## src/rtl/nand_seq_pkg.sv

```systemverilog
package nand_seq_pkg;
  localparam logic [7:0] CMD_READ0   = 8'h00;
  localparam logic [7:0] CMD_READ1   = 8'h01;
  localparam logic [7:0] CMD_READOOB = 8'h50;
  localparam logic [7:0] CMD_SEQIN   = 8'h80;
  localparam logic [7:0] CMD_PROG    = 8'h10;
  localparam logic [7:0] CMD_ERASE1  = 8'h60;
  localparam logic [7:0] CMD_ERASE2  = 8'hD0;
  localparam logic [7:0] CMD_STATUS  = 8'h70;
  localparam logic [7:0] CMD_RESET   = 8'hFF;

  typedef enum logic [3:0] {
    ST_IDLE, ST_PTR, ST_CMD, ST_ADDR, ST_POLL_CMD, ST_POLL_RD,
    ST_GUARD, ST_WAIT_RB, ST_WAIT_FIX, ST_DONE
  } seq_state_e;

  typedef enum logic [1:0] {PH_IDLE, PH_SETUP, PH_LOW, PH_HOLD} strobe_ph_e;

  function automatic logic no_wait_cmd(input logic [7:0] c);
    return (c == CMD_PROG) || (c == CMD_ERASE1) || (c == CMD_ERASE2) ||
           (c == CMD_STATUS) || (c == CMD_SEQIN);
  endfunction
endpackage

```

## src/rtl/nand_ptr_sel.sv

```systemverilog
module nand_ptr_sel import nand_seq_pkg::*; #(
  parameter int PAGE_BYTES = 512,
  parameter int COL_W      = 10
) (
  input  logic             col_vld_i,
  input  logic [COL_W-1:0] col_i,
  output logic [7:0]       ptr_cmd_o,
  output logic [7:0]       col_o
);
  localparam int HALF = PAGE_BYTES / 2;
  localparam logic [COL_W-1:0] PAGE_C = COL_W'(PAGE_BYTES);
  localparam logic [COL_W-1:0] HALF_C = COL_W'(HALF);

  logic [COL_W-1:0] rebased;

  always_comb begin
    ptr_cmd_o = CMD_READ0;
    rebased   = col_i;
    if (col_vld_i) begin
      if (col_i >= PAGE_C) begin
        ptr_cmd_o = CMD_READOOB;
        rebased   = col_i - PAGE_C;
      end else if (col_i >= HALF_C) begin
        ptr_cmd_o = CMD_READ1;
        rebased   = col_i - HALF_C;
      end
    end
    col_o = rebased[7:0];
  end
endmodule

```

## src/rtl/nand_rb_sync.sv

```systemverilog
module nand_rb_sync #(
  parameter int STAGES = 2
) (
  input  logic clk_i,
  input  logic rst_ni,
  input  logic rb_i,
  output logic rb_o
);
  logic [STAGES-1:0] sync_q;

  always_ff @(posedge clk_i or negedge rst_ni) begin
    if (!rst_ni) sync_q <= '1;
    else         sync_q <= {sync_q[STAGES-2:0], rb_i};
  end

  assign rb_o = sync_q[STAGES-1];
endmodule

```

## src/rtl/nand_strobe.sv

```systemverilog
module nand_strobe import nand_seq_pkg::*; #(
  parameter int HOLD_CYC = 2,
  parameter int LOW_CYC  = 3
) (
  input  logic       clk_i,
  input  logic       rst_ni,
  input  logic       go_i,
  input  logic       rd_i,
  input  logic [7:0] wdata_i,
  input  logic [7:0] dq_i,
  output logic [7:0] dq_o,
  output logic       dq_oe_o,
  output logic       we_no,
  output logic       re_no,
  output logic [7:0] rdata_o,
  output logic       done_o
);
  localparam int MAXC = (HOLD_CYC > LOW_CYC) ? HOLD_CYC : LOW_CYC;
  localparam int CW   = $clog2(MAXC + 1);
  localparam logic [CW-1:0] HOLD_LD = CW'(HOLD_CYC - 1);
  localparam logic [CW-1:0] LOW_LD  = CW'(LOW_CYC - 1);

  strobe_ph_e ph_q;
  logic [CW-1:0] cnt_q;
  logic          rd_q;
  logic [7:0]    data_q;

  always_ff @(posedge clk_i or negedge rst_ni) begin
    if (!rst_ni) begin
      ph_q    <= PH_IDLE;
      cnt_q   <= '0;
      rd_q    <= 1'b0;
      data_q  <= '0;
      rdata_o <= '0;
    end else begin
      case (ph_q)
        PH_IDLE: if (go_i) begin
          ph_q   <= PH_SETUP;
          cnt_q  <= HOLD_LD;
          rd_q   <= rd_i;
          data_q <= wdata_i;
        end
        PH_SETUP: if (cnt_q == '0) begin
          ph_q  <= PH_LOW;
          cnt_q <= LOW_LD;
        end else cnt_q <= cnt_q - 1'b1;
        PH_LOW: if (cnt_q == '0) begin
          ph_q  <= PH_HOLD;
          cnt_q <= HOLD_LD;
          if (rd_q) rdata_o <= dq_i;
        end else cnt_q <= cnt_q - 1'b1;
        default: if (cnt_q == '0) ph_q <= PH_IDLE;
                 else cnt_q <= cnt_q - 1'b1;
      endcase
    end
  end

  assign done_o  = (ph_q == PH_HOLD) && (cnt_q == '0);
  assign we_no   = !((ph_q == PH_LOW) && !rd_q);
  assign re_no   = !((ph_q == PH_LOW) && rd_q);
  assign dq_oe_o = (ph_q != PH_IDLE) && !rd_q;
  assign dq_o    = data_q;

  // strobe-low length measured independently of the phase counter
  logic [7:0] low_len_q;
  always_ff @(posedge clk_i or negedge rst_ni) begin
    if (!rst_ni)     low_len_q <= '0;
    else if (!we_no) low_len_q <= low_len_q + 1'b1;
    else             low_len_q <= '0;
  end

  a_r9_we_low_len: assert property (@(posedge clk_i) disable iff (!rst_ni)
    $rose(we_no) |-> (low_len_q == 8'(LOW_CYC)));
  a_r9_data_stable: assert property (@(posedge clk_i) disable iff (!rst_ni)
    $rose(we_no) |-> $stable(dq_o));
endmodule

```

## src/rtl/nand_cmd_seq.sv

```systemverilog
module nand_cmd_seq import nand_seq_pkg::*; #(
  parameter logic [31:0] DEV_BYTES  = 32'h0400_0000,
  parameter int          PAGE_BYTES = 512,
  parameter int          COL_W      = 10,
  parameter int          PAGE_W     = 20,
  parameter bit          HAS_RB     = 1'b1,
  parameter int          CLK_MHZ    = 100,
  parameter int          WAIT_US    = 20,
  parameter int          TWB_CYC    = 4,
  parameter int          HOLD_CYC   = 2,
  parameter int          LOW_CYC    = 3
) (
  input  logic              clk_i,
  input  logic              rst_ni,
  input  logic              req_valid_i,
  output logic              req_ready_o,
  input  logic [7:0]        req_cmd_i,
  input  logic              req_col_vld_i,
  input  logic [COL_W-1:0]  req_col_i,
  input  logic              req_page_vld_i,
  input  logic [PAGE_W-1:0] req_page_i,
  output logic              done_o,
  output logic              nand_ce_no,
  output logic              nand_cle_o,
  output logic              nand_ale_o,
  output logic              nand_we_no,
  output logic              nand_re_no,
  output logic [7:0]        nand_dq_o,
  output logic              nand_dq_oe_o,
  input  logic [7:0]        nand_dq_i,
  input  logic              nand_rb_i
);
  localparam bit FOUR_ADDR = DEV_BYTES[26] | DEV_BYTES[27];
  localparam int FIX_CYC   = CLK_MHZ * WAIT_US;
  localparam int WMAX      = (FIX_CYC > TWB_CYC) ? FIX_CYC : TWB_CYC;
  localparam int WCW       = $clog2(WMAX + 1);
  localparam logic [WCW-1:0] FIX_LD = WCW'(FIX_CYC - 1);
  localparam logic [WCW-1:0] TWB_LD = WCW'(TWB_CYC - 1);
  localparam logic [2:0] PAGE_BYTES_N = FOUR_ADDR ? 3'd3 : 3'd2;

  seq_state_e    state_q, post_st;
  logic [7:0]    cmd_q, ptr_q, col_q;
  logic          has_col_q, has_page_q, poll_ok_q;
  logic [PAGE_W-1:0] page_q;
  logic [2:0]    aidx_q, naddr_q, abyte_sel;
  logic [WCW-1:0] wcnt_q;
  logic [7:0]    ptr_d, col_d, addr_byte, wdata;
  logic          stb_go, stb_rd, stb_done, rb_s;
  logic [7:0]    stb_rdata;
  logic          is_rd_cmd;

  nand_ptr_sel #(.PAGE_BYTES(PAGE_BYTES), .COL_W(COL_W)) u_ptr (
    .col_vld_i(req_col_vld_i), .col_i(req_col_i),
    .ptr_cmd_o(ptr_d), .col_o(col_d)
  );

  nand_rb_sync #(.STAGES(2)) u_rb (
    .clk_i(clk_i), .rst_ni(rst_ni), .rb_i(nand_rb_i), .rb_o(rb_s)
  );

  nand_strobe #(.HOLD_CYC(HOLD_CYC), .LOW_CYC(LOW_CYC)) u_stb (
    .clk_i(clk_i), .rst_ni(rst_ni), .go_i(stb_go), .rd_i(stb_rd),
    .wdata_i(wdata), .dq_i(nand_dq_i), .dq_o(nand_dq_o),
    .dq_oe_o(nand_dq_oe_o), .we_no(nand_we_no), .re_no(nand_re_no),
    .rdata_o(stb_rdata), .done_o(stb_done)
  );

  assign is_rd_cmd = !no_wait_cmd(cmd_q) && (cmd_q != CMD_RESET);

  always_comb begin
    if (no_wait_cmd(cmd_q))     post_st = ST_DONE;
    else if (cmd_q == CMD_RESET) post_st = ST_POLL_CMD;
    else if (HAS_RB)            post_st = ST_GUARD;
    else                        post_st = ST_WAIT_FIX;
  end

  // address byte index skips the column slot when no column was given
  assign abyte_sel = has_col_q ? aidx_q : aidx_q + 3'd1;

  always_comb begin
    case (abyte_sel)
      3'd0:    addr_byte = col_q;
      3'd1:    addr_byte = page_q[7:0];
      3'd2:    addr_byte = page_q[15:8];
      default: addr_byte = {4'h0, page_q[19:16]};
    endcase
  end

  always_comb begin
    case (state_q)
      ST_PTR:      wdata = ptr_q;
      ST_CMD:      wdata = cmd_q;
      ST_ADDR:     wdata = addr_byte;
      ST_POLL_CMD: wdata = CMD_STATUS;
      default:     wdata = 8'h00;
    endcase
  end

  assign stb_go = (state_q == ST_PTR) || (state_q == ST_CMD) || (state_q == ST_ADDR) ||
                  (state_q == ST_POLL_CMD) || (state_q == ST_POLL_RD);
  assign stb_rd = (state_q == ST_POLL_RD);

  always_ff @(posedge clk_i or negedge rst_ni) begin
    if (!rst_ni) begin
      state_q    <= ST_IDLE;
      cmd_q      <= '0;
      ptr_q      <= '0;
      col_q      <= '0;
      has_col_q  <= 1'b0;
      has_page_q <= 1'b0;
      page_q     <= '0;
      aidx_q     <= '0;
      naddr_q    <= '0;
      wcnt_q     <= '0;
      poll_ok_q  <= 1'b0;
    end else begin
      case (state_q)
        ST_IDLE: if (req_valid_i) begin
          cmd_q      <= req_cmd_i;
          ptr_q      <= ptr_d;
          col_q      <= (req_cmd_i == CMD_SEQIN) ? col_d : req_col_i[7:0];
          has_col_q  <= req_col_vld_i;
          has_page_q <= req_page_vld_i;
          page_q     <= req_page_i;
          naddr_q    <= (req_col_vld_i ? 3'd1 : 3'd0) +
                        (req_page_vld_i ? PAGE_BYTES_N : 3'd0);
          aidx_q     <= '0;
          poll_ok_q  <= 1'b0;
          state_q    <= (req_cmd_i == CMD_SEQIN) ? ST_PTR : ST_CMD;
        end
        ST_PTR: if (stb_done) state_q <= ST_CMD;
        ST_CMD, ST_ADDR: if (stb_done) begin
          if ((state_q == ST_CMD && naddr_q != 3'd0) ||
              (state_q == ST_ADDR && aidx_q != naddr_q - 3'd1)) begin
            if (state_q == ST_ADDR) aidx_q <= aidx_q + 3'd1;
            state_q <= ST_ADDR;
          end else begin
            state_q <= post_st;
            wcnt_q  <= HAS_RB ? TWB_LD : FIX_LD;
          end
        end
        ST_POLL_CMD: if (stb_done) state_q <= ST_POLL_RD;
        ST_POLL_RD: if (stb_done && stb_rdata[6]) begin
          poll_ok_q <= 1'b1;
          state_q   <= ST_DONE;
        end
        ST_GUARD: if (wcnt_q == '0) state_q <= ST_WAIT_RB;
                  else wcnt_q <= wcnt_q - 1'b1;
        ST_WAIT_RB: if (rb_s) state_q <= ST_DONE;
        ST_WAIT_FIX: if (wcnt_q == '0) state_q <= ST_DONE;
                     else wcnt_q <= wcnt_q - 1'b1;
        default: state_q <= ST_IDLE;
      endcase
    end
  end

  assign req_ready_o = (state_q == ST_IDLE);
  assign done_o      = (state_q == ST_DONE);
  assign nand_ce_no  = (state_q == ST_IDLE);
  assign nand_cle_o  = (state_q == ST_PTR) || (state_q == ST_CMD) || (state_q == ST_POLL_CMD);
  assign nand_ale_o  = (state_q == ST_ADDR);

  a_r3_cle_ale_excl: assert property (@(posedge clk_i) disable iff (!rst_ni)
    !(nand_cle_o && nand_ale_o));
  a_r3_we_with_latch: assert property (@(posedge clk_i) disable iff (!rst_ni)
    !nand_we_no |-> (nand_cle_o || nand_ale_o));
  a_r4_ale_needs_addr: assert property (@(posedge clk_i) disable iff (!rst_ni)
    nand_ale_o |-> (has_col_q || has_page_q));
  a_r7_reset_polled: assert property (@(posedge clk_i) disable iff (!rst_ni)
    (done_o && cmd_q == CMD_RESET) |-> poll_ok_q);
  a_r8_rb_seen: assert property (@(posedge clk_i) disable iff (!rst_ni)
    (done_o && is_rd_cmd && HAS_RB) |-> $past(rb_s));
  a_r10_done_pulse: assert property (@(posedge clk_i) disable iff (!rst_ni)
    done_o |=> !done_o);
  a_r10_ce_busy: assert property (@(posedge clk_i) disable iff (!rst_ni)
    !req_ready_o |-> !nand_ce_no);
endmodule

```

## config.mk

```make
export PLATFORM = sky130hd
export DESIGN_NAME = nand_cmd_seq
export DESIGN_NICKNAME = d
export VERILOG_FILES = /design/src/rtl/nand_seq_pkg.sv /design/src/rtl/nand_ptr_sel.sv /design/src/rtl/nand_rb_sync.sv /design/src/rtl/nand_strobe.sv /design/src/rtl/nand_cmd_seq.sv
export SDC_FILE = /design/constraint.sdc
export NUM_CORES = 1
export LEC_CHECK = 0
export BUFFER_PORTS_ARGS = -buffer_cell sky130_fd_sc_hd__buf_4
export CAP_MARGIN = 20
export CORE_ASPECT_RATIO = 0.8
export CORE_UTILIZATION = 45
export DETAILED_ROUTE_END_ITERATION = 6
export GPL_TIMING_DRIVEN = 0
export PLACE_DENSITY = 0.67
export SLEW_MARGIN = 10
export SYNTH_ARGS = -nofsm -noshare
export SYNTH_HDL_FRONTEND = slang
export SYNTH_HIERARCHICAL = 1
export SYNTH_SLANG_ARGS = --single-unit
```

## constraint.sdc

```tcl
create_clock -name clk_i -period 4.8 [get_ports clk_i]
set_input_delay 0.96 -clock clk_i [delete_from_list [all_inputs] [get_ports clk_i]]
set_output_delay 0.96 -clock clk_i [all_outputs]
set_load 0.02 [all_outputs]
```

# --- Yosys cells after proc, flatten, opt, wreduce, memory -nomap -nowiden ---
# Cells that the tools add are included.
# Widths: inputs -> output; s select.
classes:
  n_lt_le_gt_ge: 2
  n_reduce_logical: 40
  add_sub_neg: 7
  eq_ne: 38
  mux: 43
ops:
  columns: ["op", "n"]
  rows:
  - ["$mux 8", 6]
  - ["$mux 4", 10]
  - ["$mux 11", 3]
  - ["$eq 8x8->1 const B", 4]
  - ["$pmux 4 s8", 1]
  - ["$pmux 8 s4", 1]
  - ["$ne 2x2->1 const B", 12]
  - ["$pmux 8 s3", 1]
  - ["$pmux 11 s2", 1]
  - ["$mux 2", 10]
  - ["$eq 4x3->1 const B", 4]
  - ["$eq 8x7->1 const B", 2]
  - ["$sub 8x1->8 const B", 2]
  - ["$mux 3", 5]
  - ["$pmux 2 s3", 2]
  - ["$logic_not 11->1", 1]
  - ["$sub 11x1->11 const B", 1]
  - ["$ge 10x10->1 const B", 1]
  - ["$ge 10x9->1 const B", 1]
  - ["$logic_or 1x1->1", 10]
  - ["$eq 4x2->1 const B", 2]
  - ["$eq 4x4->1 const B", 2]
  - ["$eq 8x5->1 const B", 1]
  - ["$reduce_and 4->1", 2]
  - ["26 further kinds", 45]
totals:
  input_bits: 52
  ff_bits: 88
  word_cells: 145

# --- Longest topological paths before layout ---
# Gate-level depths: netlist of the first run.
logic_depth:
  word_depth: 9
  mapped_depth: 8
  ltp_nobuf: 8

# --- Modules after synthesis ---
# Netlist of the first run, hierarchy kept.
by_module_without_submodules:
  columns: ["mod", "instances", "cells_each", "seq_area_each_um2", "area_per_inst_um2"]
  rows:
  - ["nand_cmd_seq", 1, 372, 1651.6, 3771.1]
  - ["nand_strobe", 1, 80, 525.5, 1066.0]
  - ["nand_ptr_sel", 1, 17, 0.0, 125.1]
  - ["nand_rb_sync", 1, 2, 52.6, 52.6]

# --- Worst setup path before layout of the first run ---
# OpenSTA, ideal clock, no wires.
synth_path:
  path_type: "reg2out"
  from: "register state_q[1]"
  to: "output req_ready_o"
  stages_incl_launch_ff: 4
  slack_ns: 2.144
  arrival_time_ns: 1.696
  cell_sequence: "dfrtp_1 -> buf_2 -> nor4_1 -> buf_4"
synth_between:
  elab_chain_len: 1
synth_lines:
  columns: ["element", "line_no", "source"]
  rows:
  - ["from (decl)", "nand_cmd_seq.sv:41", "seq_state_e state_q, post_st;"]
  - ["from (signal assigned)", "nand_cmd_seq.sv:129", "state_q <= (req_cmd_i == CMD_SEQIN) ? ST_PTR : ST_CMD;"]
  - ["from (signal assigned)", "nand_cmd_seq.sv:138", "state_q <= post_st;"]
  - ["$logic_not 4->1", null, null]
  - ["to (decl)", "nand_cmd_seq.sv:16", "output logic req_ready_o,"]
# Every way passes these cells.

# --- Worst setup path after layout of the first run ---
layout_path:
  from: "register state_q[1]"
  to: "output req_ready_o"
layout_between:
  elab_chain_len: 1
layout_lines:
  columns: ["element", "line_no", "source"]
  rows:
  - ["$logic_not 4->1", "nand_cmd_seq.sv:157", "assign req_ready_o = (state_q == ST_IDLE);"]
# Every way passes these cells.

==> impl_metrics.tcl, run 1 <==
set metrics [dict create \
    cp_data_arrival_time_ps 1790 \
    num_io_pins 68 \
    synth_area_sq_mm 0.004761 \
    grt_start_max_net_pins 83 \
    cts_made_buffers 9 \
    cts_setup_buffers 0 \
    numPortBuffers 60 \
    final.setup.tns_ps 0 \
    stdcell_area_sq_mm 0.005753 \
    clk_path_buf_depth 2 \
    fp.coreArea_sq_mm 0.01028 \
    worstMarginPinSlew_ps 846.5 \
    reg2reg_to "u_stb/dq_o[1]$_DFFE_PN0P_" \
    overflow 0 \
    postRouteAntennaNets 0 \
    pwr-share-comb_pct 49.3 \
    grt_pass1_vias 3590 \
    drt-total-wl_mm 10.54 \
    required_ps 3840 \
    diodes 0 \
    dp_cells 661 \
    hold_class "flop to flop" \
    fill_cells 900 \
    dieWidth_um 117.0 \
    rsz0062_at_grt "false" \
    slew_viol_final 0 \
    antenna_found_initial 0 \
    route.detailed.wl_per_inst_um 15.54 \
    rrSetupSlack_ps 2110 \
    fin_crit_ps 2754 \
    layout-drive-gt1-share_pct 32.16 \
    vias_per_cell 5.437 \
    power_mw 3.891 \
    rr_worst_depth 7 \
    start_kind "flop" \
    cp_max_fo 10 \
    whs_ps 360.6 \
    p_int_mw 2.364 \
    syn_area_per_cell_sq_um 10.42 \
    ys_warn_count 6 \
    final-hold-violation-count 0 \
    p_leak_nw 2.732 \
    end_kind "output pin" \
    ir_worst_vdd_mv 0.3083 \
    die_h_um 94 \
    fin_worst_skew_ps 11.22 \
    placed_area_sq_mm 0.005401 \
    clkTransAtPathRegs_ps 60 \
    finalSetupViolCount 0 \
    hpwl_mm 7.899 \
    hold_end "u_rb/sync_q[1]$_DFF_PN1_" \
    layout.nets 600 \
    power_density_mw_per_mm2 676.4 \
    p_seq_share_pct 31.2 \
    rows 33 \
    initial_utilization_pct 46.31 \
    ctsRootBufferMaster "clkbuf_16" \
    cts-resized-gates 0 \
    drtPass1Iterations 5 \
    die-area_sq_mm 0.01100 \
    max_cap_violations 0 \
    switching_share_pct 39.26 \
    fmax_ghz 0.3631 \
    fin_cells 678 \
    holdBufCountCts 0 \
    drt_drc_violations_left 0 \
    timing.final.crit_share_pct 57.37 \
    clockPowerShare_pct 19.5 \
    worstSkewPairLatency_ps 340 \
    whs_path_depth 0 \
    grt_pass1_wl_mm 17.60 \
    cts_sinks 82 \
    slew_headroom_pct 43.04 \
    syn_inst 457 \
    syn_to_final_growth_pct 20.84 \
    crit_type "flop to output pin" \
    vias 3686 \
    grtUsageTotal_pct 21.18 \
    htreeDepth 3 \
    dr.first_iter.drc_count 228 \
    outcome "finished clean" \
    r2r-start "aidx_q[0]$_DFFE_PN0P_" \
    hp-start "u_rb/sync_q[0]$_DFF_PN1_" \
    cts_tree "done" \
    place_congestion 0.8239 \
    switching_power_mw 1.528 \
]
## cells in the final DEF (no fill, tap or decap), drive strengths merged, types with 3 or more instances in the layout
cell / instances
and2: 7
nor3: 8
nor2: 29
o21ai: 39
inv: 22
mux2i: 21
a21o: 5
nand2: 40
a211o: 4
nor4: 5
nor2b: 6
dfrtp: 80
ha: 15
nor3b: 3
buf: 92
clkbuf: 14
nand2b: 5
xnor2: 5
nor4b: 3
a221o: 3
a21oi: 13
nand3: 5
o22ai: 7
a22oi: 8
mux2: 54
conb: 5
## power groups by stage
stage | combinational, mW | clock (mW) | sequential, mW
floorplan | 1.45 | 0 | 1.18
global placement | 1.86 | 0 | 1.21
detailed placement | 1.92 | 0 | 1.22
CTS | 1.92 | 0.777 | 1.21
global route | 2.12 | 0.807 | 1.25
finish | 1.92 | 0.759 | 1.21
## critical path, cell delays in order (launching register included)
cell	delay, ps
dfrtp_1	420
buf_2	200
nor4_1	520
buf_4	190
buf_4	130
## worst max path at each step
| stage | startpoint | to | slack (ps) | depth (start not counted) |
|---|---|---|---|---|
| after detailed placement | req_cmd_i[1] | col_q[0]$_DFFE_PN0P_ | 1910 | 5 |
| after CTS | state_q[1]$_DFFE_PN0P_ | req_ready_o | 2010 | 4 |
| after global placement | req_cmd_i[1] | col_q[6]$_DFFE_PN0P_ | 1960 | 5 |
| after floorplan | state_q[1]$_DFFE_PN0P_ | req_ready_o | 2140 | 3 |
| final | state_q[1]$_DFFE_PN0P_ | req_ready_o | 2050 | 4 |
| after global routing | state_q[1]$_DFFE_PN0P_ | nand_cle_o | 1870 | 5 |
## final cells by class
type / instances / area, sq um / area share, %
buffer: 36 / 239.0 / 4.154
clock buffer: 9 / 225.2 / 3.915
clock inverter: 7 / 106.4 / 1.849
inverter: 18 / 67.56 / 1.174
multi-input combinational: 325 / 2415 / 41.97
sequential: 82 / 2054 / 35.71
tap: 140 / 175.2 / 3.045
timing repair buffer: 61 / 470.5 / 8.177
## sequential cells by signal, indices dropped and copies added, names as in the netlist, 3 cells and up
| signal | count |
|---|---|
| aidx_q | 3 |
| col_q | 8 |
| u_stb/dq_o | 8 |
| ptr_q | 8 |
| naddr_q | 3 |
| state_q | 4 |
| wcnt_q | 11 |
| cmd_q | 8 |
| page_q | 20 |
## per-layer routing
metal	routed length (um)	global-route usage [%]	up-vias	part of all wire (%)
met5	0	0	-	0
met4	200	7.173	0	1.9
met3	623	5.226	20	5.9
met2	4837	32.50	120	46
met1	4878	29.09	1772	46
li1	-	-	1774	-
## stage by stage
stage / util, % / setup slack [ps]
2_1_floorplan: - / 2144
3_3_place_gp: 52.54 / 1961
3_5_place_dp: 52.54 / 1907
4_1_cts: 55.76 / 2007
5_1_grt: 55.96 / 1871
6_report: 55.96 / 2046
No activity file was read; power rests on OpenSTA's default activity.
==> inputs of run 2 (changes only) <==
--- a/config.mk
+++ b/config.mk
@@ -11,7 +11,7 @@
 export CORE_UTILIZATION = 45
 export DETAILED_ROUTE_END_ITERATION = 6
 export GPL_TIMING_DRIVEN = 0
-export PLACE_DENSITY = 0.67
+export PLACE_DENSITY = 0.69
 export SLEW_MARGIN = 10
 export SYNTH_ARGS = -nofsm -noshare
 export SYNTH_HDL_FRONTEND = slang
==> constraint.sdc (replaced) <==
create_clock -name clk_i -period 2.4 [get_ports clk_i]
set_input_delay 0.48 -clock clk_i [delete_from_list [all_inputs] [get_ports clk_i]]
set_output_delay 0.48 -clock clk_i [all_outputs]
set_load 0.02 [all_outputs]
==> impl_metrics.tcl, run 2 (same netlist as run 1, synthesis figures left out) <==
set metrics [dict create \
    outcome "finished clean" \
    p_leak_nw 2.743 \
    finalSetupViolCount 0 \
    dr.first_iter.drc_count 239 \
    crit_chain "buf_6 > clkbuf_1 > nor2_1 > o311a_1 > buf_4" \
    worstSkewPairLatency_ps 340 \
    dieWidth_um 117.0 \
    max_cap_violations 0 \
    dpl_worst_slack_ps -294.3 \
    fin_crit_ps 2298 \
    layout-drive-gt1-share_pct 33.70 \
    die_h_um 94 \
    required_ps 1920 \
    regMostFlops "page_q" \
    grtUsageTotal_pct 21.57 \
    fin_worst_skew_ps 8.661 \
    clk_path_buf_depth 2 \
    cts_made_buffers 9 \
    dp_cells 661 \
    power_density_mw_per_mm2 1351 \
    initial_utilization_pct 46.31 \
    final-seq-area_sq_mm 0.002057 \
    numPortBuffers 60 \
    drt_drc_violations_left 0 \
    drt-total-wl_mm 10.92 \
    cp_slowest_stage_delay_ps 360 \
    die-area_sq_mm 0.01100 \
    final.setup.tns_ps 0 \
    fmax_ghz 0.4351 \
    whs_ps 0.7802 \
    postRouteAntennaNets 0 \
    end_kind "output pin" \
    ir_worst_vdd_mv 0.5710 \
    fin_cells 683 \
    route.detailed.wl_per_inst_um 15.99 \
    slowest_stage "clkbuf_1" \
    hpwl_mm 7.883 \
    overflow 0 \
    ctsRootBufferMaster "clkbuf_16" \
    diodes 0 \
    drtPass1Iterations 7 \
    syn_to_final_growth_pct 21.92 \
    fill_cells 917 \
    power_mw 7.843 \
    hold_class "primary input to async pin" \
    grt_pass1_vias 3713 \
    slew_viol_final 0 \
    timing.final.crit_share_pct 95.75 \
    worstMarginPinSlew_ps 837.4 \
    fp.coreArea_sq_mm 0.01028 \
    layout.nets 605 \
    place_congestion 0.8733 \
    crit_type "flop to output pin" \
    worst_slack_ps 101.9 \
    multi_input_area_sq_mm 0.002447 \
    largest_reg_flops 20 \
    rows 33 \
    vias_per_cell 5.496 \
    top_regs "page_q x20, wcnt_q x11" \
    grt_start_max_net_pins 83 \
    clkTransAtPathRegs_ps 70 \
    cts_tree "done" \
    grt_pass1_wl_mm 18.04 \
    cp_max_fo 10 \
    antenna_found_initial 0 \
    cts_sinks 82 \
    start_kind "flop" \
    cp_data_arrival_time_ps 1820 \
    num_io_pins 68 \
    vias 3754 \
    final_common_cell "buf_4" \
    layout_common_cells "buf_4 (81), dfrtp_1 (78), mux2_2 (50), o21ai_0 (39), nand2_1 (39)" \
    final-hold-violation-count 0 \
    slew_headroom_pct 43.66 \
    holdBufCountCts 0 \
    htreeDepth 3 \
]
## run 2: changes by cell type in the layout (fill, tap and decap cells not counted), sizes merged
cell      delta
clkbuf       +1
buf          +5
inv          -2
bufinv       -1
clkinv       +1
clkinvlp     +1
## run 2: report_power, final
part / leakage (nW) / internal, mW / total, mW / switching (mW)
clock network: 0.144 / 0.818 / 1.41 / 0.590
registers: 1.01 / 1.99 / 2.44 / 0.450
logic: 1.59 / 1.92 / 4.00 / 2.08
## run 2: final timing paths
check,from,end,slack [ps],depth (start not counted)
hold / removal,rst_ni,state_q[3]$_DFFE_PN0P_,0.8,1
setup / recovery,state_q[2]$_DFFE_PN0P_,nand_cle_o,100,5
setup reg to reg,aidx_q[0]$_DFFE_PN0P_,u_stb/dq_o[4]$_DFFE_PN0P_,130,8
hold reg to reg,u_rb/sync_q[0]$_DFF_PN1_,u_rb/sync_q[1]$_DFF_PN1_,360,0
max in group asynchronous,rst_ni,cmd_q[5]$_DFFE_PN0P_,1790,2
min in group clk_i,nand_rb_i,u_rb/sync_q[0]$_DFF_PN1_,250,1
## run 2: critical path: cells and delay by family (launching register included)
| kind | cells | cell delay, ps |
|---|---|---|
| flip-flops | 1 | 340 |
| buffers and inverters | 3 | 650 |
| AND/OR/NAND/NOR | 1 | 160 |
| AO/OA/AOI/OAI | 1 | 320 |
## run 2: final cells by class
class	instances	share of cell area [%]
plain buffers	36	4.139
clock buffers	10	3.945
clock inverters	6	1.250
inverters	18	1.164
multi-input cells	325	42.16
flip-flops and latches	82	35.44
well taps	140	3.018
repair buffers	66	8.881
## run 2: per-layer routing
metal	routed length (um)	GRT usage, %
met2	5093	33.33
met5	0	0
met3	555	6.516
met4	87	4.747
met1	5183	29.71
## run 2: metrics by stage
step | cell area [sq um] | util [%]
after global placement | 5401 | 52.54
final | 5804 | 56.46
after detailed placement | 5401 | 52.54
after floorplan | 4776 | -
after global routing | 5804 | 56.46
after CTS | 5719 | 55.63
## run 2: timing repair
item / CTS / global route
buffers inserted: 1 / 4
pin swaps: 0 / 0
setup endpoints to repair: 7 / 25
resized for setup: 1 / 7
